$ cat config.mk
export PLATFORM = sky130hd
export DESIGN_NAME = dma_ctl_top
export DESIGN_NICKNAME = d
export VERILOG_FILES = /design/src/rtl/dma_ctl_pkg.sv /design/src/rtl/dma_req_edge.sv /design/src/rtl/dma_chan_regs.sv /design/src/rtl/dma_fixed_arb.sv /design/src/rtl/dma_ctl_top.sv
export SDC_FILE = /design/constraint.sdc
export NUM_CORES = 1
export LEC_CHECK = 0
export BUFFER_PORTS_ARGS = -buffer_cell sky130_fd_sc_hd__buf_2
export CAP_MARGIN = 20
export CORE_AREA = 2 2 150 152
export CTS_CLUSTER_DIAMETER = 80
export DETAILED_ROUTE_END_ITERATION = 7
export DIE_AREA = 0 0 152 154
export GPL_TIMING_DRIVEN = 0
export PLACE_DENSITY = 0.78
export RECOVER_POWER = 100
export SLEW_MARGIN = 15
export SYNTH_ARGS = -nofsm -noshare
export SYNTH_HDL_FRONTEND = slang
export SYNTH_SLANG_ARGS = --single-unit
$ cat constraint.sdc
create_clock -name clk -period 3.4 [get_ports clk]
set_input_delay 0.51 -clock clk [delete_from_list [all_inputs] [get_ports clk]]
set_output_delay 0.51 -clock clk [all_outputs]
set_load 0.05 [all_outputs]
$ cat src/rtl/dma_ctl_pkg.sv
package dma_ctl_pkg;
  localparam int IDX_W = 4;
  localparam int SEL_W = IDX_W + 1;
  localparam int CTRL_EN   = 0;
  localparam int CTRL_PEND = 1;
  localparam int CTRL_SINC = 2;
  localparam int CTRL_DINC = 3;
  localparam int SEL_SWT   = 5;

  typedef enum logic [2:0] {
    OFF_CTRL = 3'd0,
    OFF_SEL  = 3'd1,
    OFF_SRC  = 3'd2,
    OFF_DST  = 3'd3,
    OFF_RLD  = 3'd4,
    OFF_PTR  = 3'd5,
    OFF_CNT  = 3'd6,
    OFF_RSV  = 3'd7
  } reg_off_e;
endpackage

$ cat src/rtl/dma_req_edge.sv
module dma_req_edge #(
  parameter int SEL_W  = 5,
  parameter int NLINES = 32
) (
  input  logic              clk,
  input  logic              rst_n,
  input  logic [NLINES-1:0] lines,
  input  logic [SEL_W-1:0]  sel,
  input  logic              swt,
  output logic              evt
);
  logic lvl, lvl_q;

  // level of the currently selected line; the history follows the selection,
  // so moving onto a high line looks like an edge
  assign lvl = lines[sel];

  always_ff @(posedge clk or negedge rst_n) begin
    if (!rst_n) lvl_q <= 1'b0;
    else        lvl_q <= lvl;
  end

  assign evt = (lvl & ~lvl_q) | swt;
endmodule

$ cat src/rtl/dma_chan_regs.sv
module dma_chan_regs
  import dma_ctl_pkg::*;
#(
  parameter int DW   = 16,
  parameter int AW   = 16,
  parameter int CW   = 16,
  parameter int STEP = 2
) (
  input  logic             clk,
  input  logic             rst_n,
  input  logic             wr_ctrl,
  input  logic             wr_sel,
  input  logic             wr_src,
  input  logic             wr_dst,
  input  logic             wr_rld,
  input  logic [DW-1:0]    wdata,
  input  logic             req_evt,
  input  logic             start_acc,
  input  logic             xfer_end,
  output logic             en_o,
  output logic             pend_o,
  output logic             sinc_o,
  output logic             dinc_o,
  output logic [SEL_W-1:0] sel_o,
  output logic [AW-1:0]    src_o,
  output logic [AW-1:0]    dst_o,
  output logic [AW-1:0]    ptr_o,
  output logic [CW-1:0]    rld_o,
  output logic [CW-1:0]    cnt_o
);
  logic en_q, pend_q, sinc_q, dinc_q;
  logic [SEL_W-1:0] sel_q;
  logic [AW-1:0] src_q, dst_q, ptr_q;
  logic [CW-1:0] rld_q, cnt_q;
  logic do_reload;

  assign do_reload = wr_ctrl && wdata[CTRL_EN];

  always_ff @(posedge clk or negedge rst_n) begin
    if (!rst_n) begin
      en_q   <= 1'b0;
      sinc_q <= 1'b0;
      dinc_q <= 1'b0;
      sel_q  <= '0;
      src_q  <= '0;
      dst_q  <= '0;
      rld_q  <= '0;
    end else begin
      if (wr_ctrl) begin
        en_q   <= wdata[CTRL_EN];
        sinc_q <= wdata[CTRL_SINC];
        dinc_q <= wdata[CTRL_DINC];
      end
      if (wr_sel) sel_q <= wdata[SEL_W-1:0];
      if (wr_src) src_q <= wdata[AW-1:0];
      if (wr_dst) dst_q <= wdata[AW-1:0];
      if (wr_rld) rld_q <= wdata[CW-1:0];
    end
  end

  // pending: a hardware event wins over any clear in the same cycle
  always_ff @(posedge clk or negedge rst_n) begin
    if (!rst_n)                               pend_q <= 1'b0;
    else if (req_evt)                         pend_q <= 1'b1;
    else if (wr_ctrl && !wdata[CTRL_PEND])    pend_q <= 1'b0;
    else if (start_acc)                       pend_q <= 1'b0;
  end

  // reload on enable write takes priority over a completing transfer
  always_ff @(posedge clk or negedge rst_n) begin
    if (!rst_n) begin
      ptr_q <= '0;
      cnt_q <= '0;
    end else if (do_reload) begin
      cnt_q <= rld_q;
      if (wdata[CTRL_SINC])      ptr_q <= src_q;
      else if (wdata[CTRL_DINC]) ptr_q <= dst_q;
    end else if (xfer_end) begin
      cnt_q <= cnt_q - CW'(1);
      ptr_q <= ptr_q + AW'(STEP);
    end
  end

  assign en_o   = en_q;
  assign pend_o = pend_q;
  assign sinc_o = sinc_q;
  assign dinc_o = dinc_q;
  assign sel_o  = sel_q;
  assign src_o  = src_q;
  assign dst_o  = dst_q;
  assign ptr_o  = ptr_q;
  assign rld_o  = rld_q;
  assign cnt_o  = cnt_q;
endmodule

$ cat src/rtl/dma_fixed_arb.sv
module dma_fixed_arb #(
  parameter int N    = 2,
  parameter int IX_W = 1
) (
  input  logic [N-1:0]    req,
  input  logic            busy,
  output logic            vld,
  output logic [IX_W-1:0] idx
);
  always_comb begin
    vld = 1'b0;
    idx = '0;
    for (int i = N - 1; i >= 0; i--) begin
      if (req[i]) begin
        vld = 1'b1;
        idx = IX_W'(i);
      end
    end
    if (busy) vld = 1'b0;
  end
endmodule

$ cat src/rtl/dma_ctl_top.sv
module dma_ctl_top
  import dma_ctl_pkg::*;
#(
  parameter  int NCH    = 2,
  parameter  int DW     = 16,
  parameter  int AW     = 16,
  parameter  int CW     = 16,
  parameter  int STEP   = 2,
  localparam int NLINES = 2 ** SEL_W,
  localparam int CH_W   = (NCH > 1) ? $clog2(NCH) : 1,
  localparam int RA_W   = CH_W + 3
) (
  input  logic              clk,
  input  logic              rst_n,
  input  logic              reg_we,
  input  logic [RA_W-1:0]   reg_waddr,
  input  logic [DW-1:0]     reg_wdata,
  input  logic [RA_W-1:0]   reg_raddr,
  output logic [DW-1:0]     reg_rdata,
  input  logic [NLINES-1:0] periph_req,
  output logic              xfer_valid,
  input  logic              xfer_ready,
  output logic [CH_W-1:0]   xfer_ch,
  output logic [AW-1:0]     xfer_addr,
  input  logic              xfer_done
);
  logic [CH_W-1:0] wch, rch;
  reg_off_e        woff, roff;

  logic [NCH-1:0]            en_v, pend_v, sinc_v, dinc_v;
  logic [NCH-1:0][SEL_W-1:0] sel_v;
  logic [NCH-1:0][AW-1:0]    src_v, dst_v, ptr_v;
  logic [NCH-1:0][CW-1:0]    rld_v, cnt_v;

  logic            busy_q;
  logic [CH_W-1:0] cur_q;
  logic            gnt_vld;
  logic [CH_W-1:0] gnt_idx;
  logic            accept;

  assign wch  = reg_waddr[RA_W-1:3];
  assign woff = reg_off_e'(reg_waddr[2:0]);
  assign rch  = reg_raddr[RA_W-1:3];
  assign roff = reg_off_e'(reg_raddr[2:0]);

  assign accept = xfer_valid && xfer_ready;

  for (genvar c = 0; c < NCH; c++) begin : g_ch
    logic hit, evt, swt;
    assign hit = reg_we && (wch == CH_W'(c));
    assign swt = hit && (woff == OFF_SEL) && reg_wdata[SEL_SWT];

    dma_req_edge #(.SEL_W(SEL_W), .NLINES(NLINES)) u_edge (
      .clk   (clk),
      .rst_n (rst_n),
      .lines (periph_req),
      .sel   (sel_v[c]),
      .swt   (swt),
      .evt   (evt)
    );

    dma_chan_regs #(.DW(DW), .AW(AW), .CW(CW), .STEP(STEP)) u_regs (
      .clk       (clk),
      .rst_n     (rst_n),
      .wr_ctrl   (hit && (woff == OFF_CTRL)),
      .wr_sel    (hit && (woff == OFF_SEL)),
      .wr_src    (hit && (woff == OFF_SRC)),
      .wr_dst    (hit && (woff == OFF_DST)),
      .wr_rld    (hit && (woff == OFF_RLD)),
      .wdata     (reg_wdata),
      .req_evt   (evt),
      .start_acc (accept && (xfer_ch == CH_W'(c))),
      .xfer_end  (xfer_done && busy_q && (cur_q == CH_W'(c))),
      .en_o      (en_v[c]),
      .pend_o    (pend_v[c]),
      .sinc_o    (sinc_v[c]),
      .dinc_o    (dinc_v[c]),
      .sel_o     (sel_v[c]),
      .src_o     (src_v[c]),
      .dst_o     (dst_v[c]),
      .ptr_o     (ptr_v[c]),
      .rld_o     (rld_v[c]),
      .cnt_o     (cnt_v[c])
    );
  end

  dma_fixed_arb #(.N(NCH), .IX_W(CH_W)) u_arb (
    .req  (en_v & pend_v),
    .busy (busy_q),
    .vld  (gnt_vld),
    .idx  (gnt_idx)
  );

  assign xfer_valid = gnt_vld;
  assign xfer_ch    = gnt_idx;
  assign xfer_addr  = ptr_v[gnt_idx];

  always_ff @(posedge clk or negedge rst_n) begin
    if (!rst_n) begin
      busy_q <= 1'b0;
      cur_q  <= '0;
    end else if (accept) begin
      busy_q <= 1'b1;
      cur_q  <= gnt_idx;
    end else if (xfer_done) begin
      busy_q <= 1'b0;
    end
  end

  always_comb begin
    reg_rdata = '0;
    unique case (roff)
      OFF_CTRL: reg_rdata[3:0] = {dinc_v[rch], sinc_v[rch], pend_v[rch], en_v[rch]};
      OFF_SEL:  reg_rdata[SEL_W-1:0] = sel_v[rch];
      OFF_SRC:  reg_rdata[AW-1:0] = src_v[rch];
      OFF_DST:  reg_rdata[AW-1:0] = dst_v[rch];
      OFF_RLD:  reg_rdata[CW-1:0] = rld_v[rch];
      OFF_PTR:  reg_rdata[AW-1:0] = ptr_v[rch];
      OFF_CNT:  reg_rdata[CW-1:0] = cnt_v[rch];
      OFF_RSV:  reg_rdata = '0;
    endcase
  end
endmodule

==> results.sh, run 1 <==
export IMPL_arrival_ns=2.75
export IMPL_r2r_cells=7
export IMPL_path_buf_inv=4
export IMPL_use_met3_pct=5.947
export IMPL_rows=54
export IMPL_r2r_start="cur_q$_DFFE_PN0P_"
export IMPL_h_tree_depth=4
export IMPL_seqCellArea_sq_mm=0.004554
export IMPL_yosys_mux_area_fraction_pct=19.94
export IMPL_worstHoldStart="xfer_done"
export IMPL_synth_enable_flop_cells=0
export IMPL_n_fill_cell=1942
export IMPL_area_growth_pct=12.76
export IMPL_top_usage_layer="met2"
export IMPL_first_pass_iters=6
export IMPL_dp_hpwl_mm=26.31
export IMPL_whs_endpoint="busy_q$_DFFE_PN0P_"
export IMPL_holdWs_ns=0.3632
export IMPL_synth_ff_type="dfrtp_1"
export IMPL_cts_buffers=17
export IMPL_dieHeight_microns=154
export IMPL_postCtsHoldBufs=0
export IMPL_cap_violations=1
export IMPL_power_mw=8.147
export IMPL_multi_input_area_sq_mm=0.005791
export IMPL_first_iter_violations=1104
export IMPL_vias=9897
export IMPL_syn_mean_instance_area_sq_um=9.612
export IMPL_port_buffers=90
export IMPL_nNetsFinal=1294
export IMPL_syn_nets=1185
export IMPL_clock_sinks=182
export IMPL_worstMarginPinSlew_ns=2.171
export IMPL_start_util_pct=49.64
export IMPL_crit_family="buffers and inverters"
export IMPL_routed_wl_mm=35.65
export IMPL_stdcell_count=1521
export IMPL_r2r_end="g_ch[0].u_regs.cnt_o[15]$_DFFE_PN0P_"
export IMPL_coreArea_sq_mm=0.02169
export IMPL_post_route_drc_count=0
export IMPL_cts_root_buf="clkbuf_16"
export IMPL_netlist_instances=1120
export IMPL_pin_count=95
export IMPL_synth_seq_area_share_pct=42.31
export IMPL_globalRouteMet2Util_pct=49.21
export IMPL_crit_slowest_cell="o21ai_0"
export IMPL_period_needed_ns=3.263
export IMPL_die_x_microns=152
export IMPL_die_area_sq_mm=0.02341
export IMPL_violations="max-capacitance violations, max-slew violations"
export IMPL_cp_slowest_stage_delay_ns=0.41
export IMPL_ir_drop_mv=0.3377
export IMPL_grt_pass1_vias=9676
export IMPL_worstPathRequired_ns=2.89
export IMPL_met1_usage_pct=39.96
export IMPL_synthTopCellsByArea="dfrtp_1 42%, mux2_2 12%, mux2i_1 7.8%"
export IMPL_diodes=0
export IMPL_p_per_area_mw_per_mm2=671.2
export IMPL_synth_top_family_by_area="multiplexers"
export IMPL_synthDistinctLibCells=62
export IMPL_maxSlewViolCount=83
export IMPL_p_leak_nw=5.189
export IMPL_drive_gt1_share_pct=19.34
export IMPL_synthArstFlopShare_pct=100.0
export IMPL_grt_usage_pct=30.38
export IMPL_grt_pass1_wl_mm=55.23
export IMPL_outcome="finished with violations"
export IMPL_min_path_cells=2
export IMPL_ys_ff_latch=182
export IMPL_overflow=0
export IMPL_cp_start_kind="primary input"
export IMPL_avgRoutedWirePerCell_microns=23.44
export IMPL_cp_max_fo=10
export IMPL_finClkSkew_ns=0.01469
export IMPL_synth_compound_area_share_pct=16.21
export IMPL_syn_area_sq_mm=0.01077
export IMPL_clk_path_buf_depth=2
export IMPL_ant_nets=0
export IMPL_synth_xor_area_share_pct=2.359
export IMPL_synth_top_area_share_pct=42.31
export IMPL_grt_max_degree=101
export IMPL_crit_chain="buf_2, nand2b_1, nor2_2, clkbuf_2, clkbuf_2, a221oi_1, o21ai_0, clkbuf_2"
export IMPL_critPathKind="in -> out"
export IMPL_critPathMostFrequentCell="clkbuf_2"
export IMPL_finish_utilization_pct=55.97
export IMPL_slew_headroom_pct=-44.74
export IMPL_hold_violations=0
export IMPL_detail_route_vias_per_cell=6.507
export IMPL_routabilityCongestion=0.9905
export IMPL_yosysTopAreaCell="dfrtp_1"
export IMPL_min_path_type="in -> reg"
export IMPL_path_clk_slew_ns=0.06
export IMPL_clock_latency_ns=0.45
export IMPL_end_kind="primary output"
export IMPL_synth_yosys_warnings=0
export IMPL_grt_antenna_before_repair=0
export IMPL_synthSimpleGateAreaFrac_pct=14.91
export IMPL_synthAdderAreaFrac_pct=0.4649
export IMPL_cts_tree="built"
export IMPL_fmax_mhz=306.5
export IMPL_finalCritPeriodShare_pct=95.97
export IMPL_setup_viol=0
export IMPL_cts_setup_buffers=0
export IMPL_grt_setup_unrepaired="no"
export IMPL_dp_cells=1491
export IMPL_reg2reg_setup_slack_ns=0.77
[synthesized netlist by cell type (4+ instances only)]
cell	count
and3_1	10
mux2i_1	84
ha_1	4
nand2_1	144
a21oi_1	62
inv_1	23
a22o_1	5
o31ai_1	4
nand3b_1	6
a22oi_1	11
clkbuf_1	48
o221ai_1	8
o21ai_0	66
or3_1	12
and2_1	6
a221oi_1	30
o22ai_1	12
nor2b_1	23
mux2_2	116
buf_1	13
o21ai_1	9
nand4_1	4
nand2b_1	8
a2111oi_0	4
a211oi_1	5
dfrtp_1	182
nor2_1	56
nor3_1	17
a31oi_1	8
nand3_1	26
xnor2_1	18
nor4_1	7
buf_2	18
o211ai_1	4
o22a_1	13
xor2_1	11
[worst register-to-register path, delay by kind of cell (launching register included)]
kind	cells	cell delay (ns)
xor+xnor	1	0.18
flops	1	0.45
compound gates	1	0.10
buf+inv	1	0.29
simple gates	4	1.51
[metal layers]
| metal | wire [microns] | vias to the layer above | part of all wire [%] |
|---|---|---|---|
| li1 | - | 4312 | - |
| met1 | 14440 | 4838 | 40 |
| met2 | 16330 | 628 | 46 |
| met3 | 3234 | 119 | 9.1 |
| met4 | 1650 | 0 | 4.6 |
| met5 | 0 | - | 0 |
[how the worst max path moves through the flow]
stage,startpoint,to,slack [ns],cells after the start
2_1_floorplan,reg_raddr[2],reg_rdata[4],0.08,6
3_3_place_gp,rst_n,g_ch[0].u_regs.sel_o[1]$_DFFE_PN0N_,-1.13,1
3_5_place_dp,reg_raddr[2],reg_rdata[4],-0.22,8
4_1_cts,reg_raddr[3],reg_rdata[5],0.03,6
5_1_grt,reg_raddr[1],reg_rdata[6],0.10,8
6_report,reg_raddr[2],reg_rdata[4],0.14,8
[through the flow]
step / cell area, sq um / TNS, ns / setup slack [ns]
final: 12140 / 0 / 0.1370
after global routing: 12140 / 0 / 0.1035
after CTS: 12190 / 0 / 0.02579
after detailed placement: 11600 / -0.7382 / -0.2206
after global placement: 11570 / -202.44 / -1.132
after floorplan: 10770 / 0 / 0.08383
[sequential cells by signal, summed over array words and instances (netlist names), 10 cells and up]
| name | count |
|---|---|
| g_ch.u_regs.cnt_o | 32 |
| g_ch.u_regs.dst_o | 32 |
| g_ch.u_regs.sel_o | 10 |
| g_ch.u_regs.rld_o | 32 |
| g_ch.u_regs.src_o | 32 |
| g_ch.u_regs.ptr_o | 32 |
[layout make-up]
cell class                      instances  area share, %
Timing Repair Buffer                   91          3.762
Inverter                               24         0.7421
Buffer                                 78          2.536
Sequential cell                       182          37.52
Tap cell                              280          2.886
Multi-Input combinational cell        835          47.70
Clock buffer                           19          3.731
Clock inverter                         12          1.123
[kinds of logic after synthesis]
family / after synthesis
adder cells (fa/ha/maj): 4
flip-flops: 182
AO/OA/AOI/OAI: 266
AND/OR/NAND/NOR: 336
XOR/XNOR: 29
multiplexers: 200
buffers and inverters: 103
[power breakdown]
group	leakage [nW]	switching (mW)	internal [mW]
clock network	0.289	0.954	1.08
logic	2.64	1.60	1.01
registers	2.26	0.746	2.76
total	5.19	3.30	4.85
[cell usage in the layout (no fill, tap or decap), types with 5 or more instances in the layout]
cell type and count:
a211oi_1 5, clkbuf_2 19, a221oi_1 30, a22o_1 5, a22oi_1 11, mux2i_1 84, o221ai_1 8, and3_1 10
nand2b_1 8, nor2b_1 23, or3_1 12, mux2_2 116, nand3b_1 6, o22ai_1 12, dfrtp_1 182, clkbuf_1 79
o21ai_0 76, nand3_1 27, nor2_1 55, o22a_1 13, buf_2 66, a31oi_1 8, and2_1 6, nand2_1 144
inv_1 23, clkbuf_16 17, a21oi_1 62, nor3_1 18, nor4_1 7, xor2_1 11, xnor2_1 18
[timing repair]
item	in CTS	in global routing
resized for setup	2	4
setup endpoints to repair	9	4
gates cloned	0	0
Note: power is estimated with default switching activity, not from simulation.
==> run 2, diff against run 1 <==
--- a/config.mk
+++ b/config.mk
@@ -7,12 +7,11 @@
 export LEC_CHECK = 0
 export BUFFER_PORTS_ARGS = -buffer_cell sky130_fd_sc_hd__buf_2
 export CAP_MARGIN = 20
-export CORE_AREA = 2 2 150 152
+export CORE_AREA = 2 2 152 154
 export CTS_CLUSTER_DIAMETER = 80
 export DETAILED_ROUTE_END_ITERATION = 7
-export DIE_AREA = 0 0 152 154
-export GPL_TIMING_DRIVEN = 0
-export PLACE_DENSITY = 0.78
+export DIE_AREA = 0 0 154 156
+export PLACE_DENSITY = 0.77
 export RECOVER_POWER = 100
 export SLEW_MARGIN = 15
 export SYNTH_ARGS = -nofsm -noshare
==> results.sh, run 2 (same netlist as run 1, synthesis figures left out) <==
export IMPL_stdcell_count=1479
export IMPL_coreArea_sq_mm=0.02237
export IMPL_finClkSkew_ns=0.01025
export IMPL_combPwrFrac_pct=31.1
export IMPL_grt_setup_unrepaired="no"
export IMPL_postCtsHoldBufs=0
export IMPL_cts_tree="built"
export IMPL_die_area_sq_mm=0.02402
export IMPL_crit_start="reg_raddr[0]"
export IMPL_routabilityCongestion=0.9078
export IMPL_maxSlewViolCount=86
export IMPL_cp_start_kind="primary input"
export IMPL_pwr_share_clk_pct=24.6
export IMPL_first_pass_iters=5
export IMPL_n_fill_cell=2020
export IMPL_critPathKind="in -> out"
export IMPL_cap_violations=1
export IMPL_die_x_microns=154
export IMPL_routed_wl_mm=31.87
export IMPL_grt_pass1_wl_mm=50.56
export IMPL_pin_count=95
export IMPL_cts_setup_buffers=0
export IMPL_swShare_pct=39.68
export IMPL_start_util_pct=48.13
export IMPL_dp_cells=1447
export IMPL_p_per_area_mw_per_mm2=663.0
export IMPL_violations="max-capacitance violations, max-slew violations"
export IMPL_pwr_share_seq_pct=44.3
export IMPL_dp_hpwl_mm=23.39
export IMPL_setup_viol=0
export IMPL_grt_antenna_before_repair=1
export IMPL_cts_resized=0
export IMPL_port_buffers=94
export IMPL_detail_route_vias_per_cell=6.212
export IMPL_worstPathRequired_ns=2.89
export IMPL_grt_usage_pct=26.97
export IMPL_drive_gt1_share_pct=19.45
export IMPL_vias=9188
export IMPL_rows=55
export IMPL_cp_max_fo=23
export IMPL_clock_sinks=182
export IMPL_r2r_start="cur_q$_DFFE_PN0P_"
export IMPL_nNetsFinal=1246
export IMPL_worstHoldStart="xfer_done"
export IMPL_period_needed_ns=3.075
export IMPL_slew_headroom_pct=-48.06
export IMPL_switchingPower_mw=3.161
export IMPL_fmax_mhz=325.2
export IMPL_outcome="finished with violations"
export IMPL_dieHeight_microns=156
export IMPL_ant_nets=0
export IMPL_finalCritPeriodShare_pct=90.43
export IMPL_mostFrequentLayoutCells="182 x dfrtp_1, 144 x nand2_1, 116 x mux2_2"
export IMPL_cts_buffers=17
export IMPL_tns_ns=0
export IMPL_ir_drop_mv=0.4301
export IMPL_intPower_mw=4.806
export IMPL_first_iter_violations=828
export IMPL_end_kind="primary output"
export IMPL_grt_pass1_vias=9030
export IMPL_power_mw=7.967
export IMPL_worstMarginPinSlew_ns=2.221
export IMPL_hold_violations=0
export IMPL_clk_path_buf_depth=2
export IMPL_post_route_drc_count=0
export IMPL_min_path_type="in -> reg"
export IMPL_avgRoutedWirePerCell_microns=21.55
export IMPL_area_growth_pct=11.62
export IMPL_seqCellArea_sq_mm=0.004554
export IMPL_path_clk_slew_ns=0.07
export IMPL_arrival_ns=2.56
export IMPL_layout_commonest_cell="dfrtp_1"
export IMPL_grt_max_degree=88
export IMPL_cts_root_buf="clkbuf_16"
export IMPL_p_leak_nw=5.118
export IMPL_clock_latency_ns=0.43
export IMPL_h_tree_depth=4
export IMPL_overflow=0
export IMPL_multi_input_area_sq_mm=0.005788
[run 2: layer usage]
layer	GRT usage, %	vias to the layer above	wire (microns)
met4	9.702	0	1111
met3	3.722	81	1734
met1	35.31	4510	13670
met2	45.93	372	15350
met5	0	-	0
li1	-	4225	-
[run 2: power groups by stage]
stage | registers [mW] | logic [mW] | clock network (mW)
detailed placement | 3.55 | 2.49 | 0
CTS | 3.51 | 2.51 | 1.98
global route | 3.61 | 2.70 | 2.07
floorplan | 3.22 | 1.94 | 0
finish | 3.53 | 2.48 | 1.96
global placement | 3.53 | 2.44 | 0
[run 2: cell type report]
type | instances | share of cell area (%)
inverter | 24 | 0.7497
multi-input combinational | 835 | 48.17
tap | 285 | 2.968
clock buffer | 18 | 3.655
timing repair buffer | 121 | 5.373
antenna | 1 | 0.02082
sequential | 182 | 37.90
clock inverter | 13 | 1.166
[run 2: path summary, 6_finish.rpt]
| check | depth (start not counted) | slack [ns] | to |
|---|---|---|---|
| setup / recovery | 7 | 0.33 | reg_rdata[5] |
| hold / removal | 2 | 0.37 | busy_q$_DFFE_PN0P_ |
| setup reg to reg | 6 | 0.86 | g_ch[0].u_regs.cnt_o[15]$_DFFE_PN0P_ |
| hold reg to reg | 2 | 0.51 | g_ch[0].u_regs.cnt_o[8]$_DFFE_PN0P_ |
| max in group asynchronous | 1 | 1.36 | g_ch[0].u_regs.sel_o[1]$_DFFE_PN0N_ |
| min in group asynchronous | 1 | 0.73 | g_ch[1].u_regs.ptr_o[12]$_DFFE_PN0P_ |
[run 2: metrics by stage]
stage	instance area [sq um]	hold slack, ns	util (%)	worst slack [ns]
after CTS	12120	0.1770	54.17	0.5766
after global placement	11540	0.4825	51.58	0.6064
after detailed placement	11540	0.4958	51.58	0.5896
final	12020	0.3657	53.73	0.3252
after floorplan	10770	0.2144	-	0.08383
after global routing	12010	0.3635	53.72	0.2070
[run 2: worst max-delay path: stages]
cell	delay (ns)
buf_2	0.15
nor2b_1	0.39
and2_1	0.20
buf_4	0.25
a221oi_1	0.13
o221ai_1	0.41
clkbuf_1	0.51
==> run 3, diff against run 2 <==
--- a/config.mk
+++ b/config.mk
@@ -6,12 +6,12 @@
 export NUM_CORES = 1
 export LEC_CHECK = 0
 export BUFFER_PORTS_ARGS = -buffer_cell sky130_fd_sc_hd__buf_2
-export CAP_MARGIN = 20
-export CORE_AREA = 2 2 152 154
+export CORE_AREA = 2 2 193 195
 export CTS_CLUSTER_DIAMETER = 80
 export DETAILED_ROUTE_END_ITERATION = 7
-export DIE_AREA = 0 0 154 156
-export PLACE_DENSITY = 0.77
+export DIE_AREA = 0 0 195 197
+export MAX_ROUTING_LAYER = met4
+export PLACE_DENSITY = 0.55
 export RECOVER_POWER = 100
 export SLEW_MARGIN = 15
 export SYNTH_ARGS = -nofsm -noshare
==> results.sh, run 3 (same netlist as run 1, synthesis figures left out) <==
export IMPL_clock_sinks=182
export IMPL_rows=70
export IMPL_h_tree_depth=4
export IMPL_coreArea_sq_mm=0.03626
export IMPL_layout_commonest_cell="dfrtp_1"
export IMPL_overflow=0
export IMPL_final_area_sq_mm=0.01227
export IMPL_cap_violations=1
export IMPL_clk_path_buf_depth=2
export IMPL_die_area_sq_mm=0.03842
export IMPL_whs_endpoint="busy_q$_DFFE_PN0P_"
export IMPL_cp_start_kind="primary input"
export IMPL_cp_max_fo=23
export IMPL_ant_nets=0
export IMPL_avgRoutedWirePerCell_microns=21.25
export IMPL_n_fill_cell=3796
export IMPL_min_path_type="in -> reg"
export IMPL_cts_tree="built"
export IMPL_p_per_area_mw_per_mm2=654.7
export IMPL_r2r_end="g_ch[0].u_regs.pend_o$_DFFE_PN0P_"
export IMPL_cts_root_buf="clkbuf_16"
export IMPL_dieHeight_microns=197
export IMPL_start_util_pct=29.69
export IMPL_p_leak_nw=5.165
export IMPL_vias=8988
export IMPL_post_route_drc_count=0
export IMPL_setup_viol=0
export IMPL_area_growth_pct=13.97
export IMPL_finalCritPeriodShare_pct=92.39
export IMPL_reg2reg_setup_slack_ns=0.94
export IMPL_die_x_microns=195
export IMPL_cts_resized=0
export IMPL_r2r_start="g_ch[0].u_regs.sel_o[1]$_DFFE_PN0N_"
export IMPL_dp_hpwl_mm=26.62
export IMPL_cts_setup_buffers=0
export IMPL_routed_wl_mm=35.50
export IMPL_grt_pass1_wl_mm=54.43
export IMPL_finClkSkew_ns=0.01445
export IMPL_postCtsHoldBufs=0
export IMPL_min_path_cells=2
export IMPL_path_clk_slew_ns=0.07
export IMPL_cts_buffers=17
export IMPL_dpl_worst_slack_ns=0.5082
export IMPL_first_pass_iters=6
export IMPL_worstMarginPinSlew_ns=2.398
export IMPL_nNetsFinal=1251
export IMPL_clock_latency_ns=0.45
export IMPL_end_kind="primary output"
export IMPL_setup_ws_ns=0.2588
export IMPL_port_buffers=94
export IMPL_grt_antenna_before_repair=2
export IMPL_hold_violations=0
export IMPL_ir_drop_mv=0.3760
export IMPL_routabilityCongestion=0.8985
export IMPL_placed_area_sq_mm=0.01181
export IMPL_first_iter_violations=731
export IMPL_slew_headroom_pct=-59.87
export IMPL_critPathKind="in -> out"
export IMPL_detail_route_vias_per_cell=5.382
export IMPL_worstHoldStart="xfer_done"
export IMPL_drive_gt1_share_pct=20.35
export IMPL_pin_count=95
export IMPL_mostFrequentLayoutCells="182 x dfrtp_1, 144 x nand2_1, 116 x mux2_2"
export IMPL_r2r_cells=7
export IMPL_arrival_ns=2.63
export IMPL_grt_pass1_vias=8869
export IMPL_worstPathRequired_ns=2.89
export IMPL_grt_usage_pct=19.23
export IMPL_period_needed_ns=3.141
export IMPL_tns_ns=0
export IMPL_maxSlewViolCount=89
export IMPL_violations="max-capacitance violations, max-slew violations"
export IMPL_grt_max_degree=89
export IMPL_fmax_mhz=318.3
export IMPL_finish_utilization_pct=33.84
export IMPL_grt_setup_unrepaired="no"
export IMPL_outcome="finished with violations"
[run 3: cell type report]
cell class | instances | area [sq um] | share of cell area, %
inverters | 24 | 90.09 | 0.7342
clock inverters | 15 | 162.7 | 1.326
well taps | 468 | 585.6 | 4.773
flip-flops and latches | 182 | 4554 | 37.12
repair buffers | 126 | 653.1 | 5.323
multi-input cells | 835 | 5791 | 47.20
diodes | 3 | 7.507 | 0.06119
clock buffers | 17 | 425.4 | 3.467
[run 3: power by group]
part | internal (mW) | switching, mW | total (mW)
Combinational | 0.992 | 1.52 | 2.51
Clock | 0.989 | 1.00 | 1.99
Sequential | 2.76 | 0.767 | 3.53
Total | 4.74 | 3.29 | 8.03
[run 3: through the flow]
| step | std cells | total power, mW | hold slack [ns] |
|---|---|---|---|
| floorplan | 1120 | 5.160 | 0.2144 |
| global placement | 1635 | 6.101 | 0.4912 |
| detailed placement | 1635 | 6.141 | 0.4906 |
| CTS | 1667 | 8.155 | 0.1511 |
| global route | 1669 | 8.502 | 0.3597 |
| finish | 1670 | 8.032 | 0.3595 |
[run 3: critical path, cell delays in order]
cell	delay (ns)
clkbuf_2	0.54
buf_12	0.30
mux2i_1	0.15
o221ai_1	0.36
o22ai_1	0.14
nor2_1	0.14
clkbuf_1	0.48
[run 3: worst max-delay path by stage]
stage,start,end,slack (ns),cells past startpoint
after floorplan,reg_raddr[2],reg_rdata[4],0.08,6
after global placement,reg_raddr[2],reg_rdata[3],0.46,8
after detailed placement,reg_raddr[2],reg_rdata[3],0.51,8
after CTS,reg_raddr[2],reg_rdata[3],0.48,8
after global routing,rst_n,g_ch[1].u_regs.sel_o[3]$_DFFE_PN0N_,0.15,2
final,reg_raddr[3],reg_rdata[1],0.26,7
[run 3: layer usage]
metal | wire length, microns | global-route usage (%) | vias up | share of wire (%)
met2 | 17330 | 31.81 | 256 | 49
met4 | 739 | 5.457 | 0 | 2.1
met1 | 15920 | 24.57 | 4469 | 45
li1 | - | - | 4225 | -
met5 | 0 | - | - | 0
met3 | 1504 | 2.823 | 38 | 4.2
